### src/rtl/gpio_irq_port.sv
module gpio_irq_port #(
  parameter int NPIN = 8,
  parameter int AW   = 12
) (
  input  logic          clk,
  input  logic          rst_n,
  input  logic          sel,
  input  logic          wr,
  input  logic [AW-1:0] addr,
  input  logic [31:0]   wdata,
  output logic [31:0]   rdata,
  input  logic [NPIN-1:0] pin_in,
  output logic [NPIN-1:0] pin_out,
  output logic [NPIN-1:0] pin_oe,
  output logic          irq
);
  localparam int MSB = NPIN + 1;

  logic [NPIN-1:0] dir_q, sense_q, both_q, pol_q, en_q, out_q;
  logic [NPIN-1:0] s1_q, s2_q, s3_q, edge_q;
  logic            irq_q;

  logic            win_data, win_ctl;
  logic [2:0]      idx;
  logic [NPIN-1:0] mask, wd, rise, fall, hit, lvl, raw, masked, clr;

  assign win_data = (addr[AW-1:MSB+1] == '0);
  assign win_ctl  = (addr[AW-1:MSB+1] == 1) && (addr[MSB:5] == '0);
  assign idx      = addr[4:2];
  assign mask     = addr[MSB:2];
  assign wd       = wdata[NPIN-1:0];

  assign rise   = s2_q & ~s3_q;
  assign fall   = ~s2_q & s3_q;
  assign hit    = both_q & (rise | fall) | ~both_q & ((pol_q & rise) | (~pol_q & fall));
  assign lvl    = ~(s2_q ^ pol_q);
  assign raw    = (sense_q & lvl) | (~sense_q & edge_q);
  assign masked = raw & en_q;
  assign clr    = (sel && wr && win_ctl && idx == 3'd7) ? wd : '0;

  always_ff @(posedge clk or negedge rst_n) begin
    if (!rst_n) begin
      dir_q <= '0; sense_q <= '0; both_q <= '0; pol_q <= '0; en_q <= '0; out_q <= '0;
    end else if (sel && wr) begin
      if (win_data) out_q <= (out_q & ~(mask & dir_q)) | (wd & mask & dir_q);
      if (win_ctl) begin
        case (idx)
          3'd0: dir_q   <= wd;
          3'd1: sense_q <= wd;
          3'd2: both_q  <= wd;
          3'd3: pol_q   <= wd;
          3'd4: en_q    <= wd;
          default: ;
        endcase
      end
    end
  end

  always_ff @(posedge clk or negedge rst_n) begin
    if (!rst_n) begin
      s1_q <= '0; s2_q <= '0; s3_q <= '0; edge_q <= '0; irq_q <= 1'b0;
    end else begin
      s1_q   <= pin_in;
      s2_q   <= s1_q;
      s3_q   <= s2_q;
      edge_q <= ~sense_q & ((edge_q & ~clr) | hit);
      irq_q  <= |masked;
    end
  end

  always_comb begin
    rdata = '0;
    if (sel && win_data) rdata[NPIN-1:0] = ((dir_q & out_q) | (~dir_q & s2_q)) & mask;
    else if (sel && win_ctl) begin
      case (idx)
        3'd0: rdata[NPIN-1:0] = dir_q;
        3'd1: rdata[NPIN-1:0] = sense_q;
        3'd2: rdata[NPIN-1:0] = both_q;
        3'd3: rdata[NPIN-1:0] = pol_q;
        3'd4: rdata[NPIN-1:0] = en_q;
        3'd5: rdata[NPIN-1:0] = raw;
        3'd6: rdata[NPIN-1:0] = masked;
        default: ;
      endcase
    end
  end

  assign pin_out = out_q;
  assign pin_oe  = dir_q;
  assign irq     = irq_q;

  p_dir_write_r2: assert property (@(posedge clk) disable iff (!rst_n)
    (sel && wr && win_ctl && idx == 3'd0) |=> (pin_oe == $past(wd)));

  p_input_hold_r5: assert property (@(posedge clk) disable iff (!rst_n)
    (sel && wr && win_data && dir_q == '0) |=> $stable(pin_out));

  p_edge_sticky_r9: assert property (@(posedge clk) disable iff (!rst_n)
    !(sel && wr) |=> ((edge_q & $past(edge_q)) == $past(edge_q)));

  p_irq_lag_r11: assert property (@(posedge clk) disable iff (!rst_n)
    1'b1 |=> (irq == |$past(masked)));

  p_unmapped_r12: assert property (@(posedge clk) disable iff (!rst_n)
    (sel && wr && !win_data && !win_ctl) |=> ($stable(pin_out) && $stable(pin_oe)));
endmodule

### config.mk
export PLATFORM = sky130hd
export DESIGN_NAME = gpio_irq_port
export DESIGN_NICKNAME = d
export VERILOG_FILES = /design/src/rtl/gpio_irq_port.sv
export SDC_FILE = /design/constraint.sdc
export NUM_CORES = 1
export LEC_CHECK = 0
export BUFFER_PORTS_ARGS = -buffer_cell sky130_fd_sc_hd__buf_4
export CORE_AREA = 2 2 154 81
export DETAILED_ROUTE_END_ITERATION = 8
export DIE_AREA = 0 0 156 83
export MAX_ROUTING_LAYER = met4
export SETUP_SLACK_MARGIN = 0.1
export SLEW_MARGIN = 15
export SYNTH_ARGS = -nofsm -noshare
export SYNTH_HDL_FRONTEND = slang
export SYNTH_SLANG_ARGS = --single-unit
### constraint.sdc
create_clock -name clk -period 2.7 [get_ports clk]
set_clock_uncertainty 0.2 [all_clocks]
set_input_delay 0.135 -clock clk [delete_from_list [all_inputs] [get_ports clk]]
set_output_delay 0.135 -clock clk [all_outputs]
set_load 0.1 [all_outputs]
==> impl_summary.log <==
[metrics] outcome: completed
[metrics] hold crit path type: input port to async pin
[metrics] deepest level of the CTS H-tree: 3
[metrics] CTS buffer count: 9
[metrics] share of layout cells above drive strength 1: a little over a quarter
[metrics] largest area contributor in the synthesized netlist: dfrtp_1
[metrics] x dimension of the die: around 160 um
[metrics] core area: 11500 um^2
[metrics] final number of setup-violating endpoints: 0
[metrics] global-route wire length before repair: around 18000 um
[metrics] Die ar.: roughly 13000 um^2
[metrics] number of distinct library cells after synthesis: 50
[metrics] antenna violation net count after detailed routing: 0
[metrics] via count of the first global-routing pass: 3256
[metrics] highest clock frequency the design can meet: 0.408 GHz
[metrics] I/O pin total: ~110
[metrics] Clk pin slew, worst setup/hold paths: around 0.060 ns
[metrics] fraction of the cycle the final worst path needs: approximately nine tenths
[metrics] Post-DP HPWL: approximately 8000 um
[metrics] number of inserted diodes: 0
[metrics] global-route usage over all layers: between 10% and 20%
[metrics] DRT Wirelength: approximately 12000 um
[metrics] count of buffers from port buffering: 54
[metrics] Worst path slowest cell: dfrtp_1
[metrics] Post-Syn Area per Cell: approximately 11 um^2
[metrics] P per Cell Area: about 550 nW/um^2
[metrics] RSZ-0062 raised after global routing: false
[metrics] total iterations of the first detailed-routing run: 5
[metrics] slowest cell delay on critical path: 0.46 ns
[metrics] number of synthesized register bits: just over 80
[metrics] DR iter-0 viols: about 270
[metrics] required time of the worst setup path: ~2.4 ns
[metrics] post-synthesis sequential area ratio: between 40% and 50%
[metrics] Worst IR Drop VDD: ~0.00029 V
[metrics] area share of the leading cell type in the synthesized netlist: ~45%
[metrics] filler-free cell count of the finished design: 662
[metrics] Worst Path Max Fanout: 7
[metrics] Initial Util: between 30% and 40%
[metrics] post-layout min period: between 2 and 2.5 ns
[metrics] initial antenna violation count: 0
[metrics] most frequent standard cell in the layout excluding fill and tap cells: dfrtp_1
[metrics] Async S/R FF share, synth: 100%
[metrics] Synth-to-Final Area Change: 23.4%
[metrics] total power: 3.11 mW
[metrics] buffers and inverters on the worst path: 1
[metrics] worst-path cell chain: nand2b_1 > a211o_1 > o2111a_1 > o31ai_4 > buf_4
[metrics] Setup Total Neg Slack: 0 ns
[metrics] number of max-slew violations in the final report: 0
[metrics] per-cell routed wire length: ~18 um
[metrics] number of synthesized flops with an enable pin: 0
[metrics] leakage power: about 2.6 nW
[metrics] Setup Crit Path Kind: register to primary output
[metrics] Max Cap Violations: 0
[metrics] maximum number of pins on one net before global-route repair: 61
[metrics] crit path launch type: register
[metrics] buffers inserted by post-CTS timing repair: 0
[metrics] family with the most delay on the worst path: compound AO/OA/AOI/OAI gates
[metrics] placed insts: around 630
[metrics] worst slew slack as a fraction of its limit: just over 60%
[metrics] commonest cells after routing, fill and taps aside: dfrtp_1, buf_4, mux2_2
[metrics] clock tree from TritonCTS: built
[metrics] dominant register cell in the synthesized netlist: dfrtp_1
[metrics] worst slew pin tran: ~0.58 ns
[metrics] root buffer selected by CTS: clkbuf_16
[metrics] die height: roughly 83 um
[metrics] vias after detailed routing: between 3000 and 4000
[metrics] CP Data Arrival Time: 2.12 ns
[metrics] number of hold violations in the final report: 0
[metrics] Vias per Instance: 5.21
[metrics] Mapped Cells: roughly 430
[metrics] nature of the critical path endpoint: primary output
[metrics] Cell Area, Synth: 4550 um^2
[metrics] placer's final routability congestion estimate: 0.817
[metrics] worst-case clock buffer depth: 2
[metrics] post-detailed-route DRC marker count: 0
[metrics] top area cells in the synthesized netlist: dfrtp_1, mux2_2, ha_1, buf_4, a21oi_1
[metrics] total number of yosys warnings: 0
[metrics] global route total overflow: 0
[metrics] clock latency reported for the late side of the worst-skew pair: 0.34 ns
[metrics] clock sink count: between 80 and 90
[metrics] number of nets at the end of the flow: 580
[metrics] quantity of gates resized following cts: 0
[metrics] # rows: 28
==> flip-flops by register name, indices dropped and copies added, names as in the netlist <==
signal,flops
en_q,8
pin_out,8
irq,1
s3_q,8
sense_q,8
pin_oe,8
pol_q,8
both_q,8
edge_q,8
s1_q,8
s2_q,8
==> kinds of logic after synthesis <==
group                    share of synthesized area [%]
flip-flops                                        44.5
other                                           0.0824
adder cells (fa/ha/maj)                           4.40
buffers and inverters                             7.42
AND/OR/NAND/NOR                                   14.8
multiplexers                                      15.6
AO/OA/AOI/OAI                                     11.5
XOR/XNOR                                          1.54
==> final timing paths <==
path | start | endpoint | slack (ns) | cells past startpoint
setup / recovery | sense_q[6]$_DFFE_PN0P_ | rdata[6] | 0.25 | 5
hold / removal | rst_n | pin_out[7]$_DFFE_PN0P_ | 0.03 | 2
setup reg to reg | pol_q[4]$_DFFE_PN0P_ | irq$_DFF_PN0_ | 0.88 | 4
hold reg to reg | s1_q[1]$_DFF_PN0_ | s2_q[1]$_DFF_PN0_ | 0.15 | 0
max in group asynchronous | rst_n | edge_q[2]$_DFF_PN0_ | 1.65 | 3
min in group clk | addr[8] | pin_out[6]$_DFFE_PN0P_ | 0.03 | 3
==> metal layers <==
metal | GRT usage (%) | routed length [um] | up-vias
met5 | - | 0 | -
li1 | - | - | 1638
met2 | 24.2 | 4540 | 103
met4 | 4.50 | 121 | 0
met3 | 4.07 | 626 | 15
met1 | 30.9 | 6370 | 1696
==> final cells by class <==
type,instances,area [um^2]
Clock buffer,10,239
Fill cell,1069,5910
Multi-Input combinational cell,315,2290
Sequential cell,81,2030
Tap cell,150,188
Timing Repair Buffer,82,693
Inverter,19,71.3
Clock inverter,5,104
==> synth_stat cells, types with 6 or more instances <==
| master | number |
|---|---|
| ha_1 | 16 |
| inv_1 | 19 |
| nand2_1 | 27 |
| nand3_1 | 21 |
| buf_4 | 24 |
| xnor2_1 | 6 |
| a21oi_1 | 34 |
| dfrtp_1 | 81 |
| nor2_1 | 29 |
| nor2b_1 | 14 |
| nand3b_1 | 6 |
| mux2i_1 | 16 |
| o21ai_0 | 16 |
| mux2_2 | 47 |
| a211oi_1 | 12 |
==> stage by stage <==
step                hold slack [ns]  worst slack [ns]  util (%)  instance area [um^2]
floorplan                    -0.361           -0.0953         -                  4660
global placement             -0.150             0.386      43.9                  5060
detailed placement           -0.147             0.367      43.9                  5060
CTS                          0.0244             0.259      48.7                  5620
global route                 0.0509             0.212      48.7                  5620
finish                       0.0307             0.250      48.7                  5620
==> report_power, final <==
group | internal (mW) | switching (mW) | leakage, nW
Combinational | 0.110 | 0.317 | 1.41
Clock | 0.923 | 0.494 | 0.169
Sequential | 1.24 | 0.0224 | 1.02
==> timing repair <==
item	4_1_cts	5_1_grt
hold buffers	21	0
endpoints found under the hold margin	145	0
endpoints found under the setup margin	0	0
No activity file was read; power rests on OpenSTA's default activity.
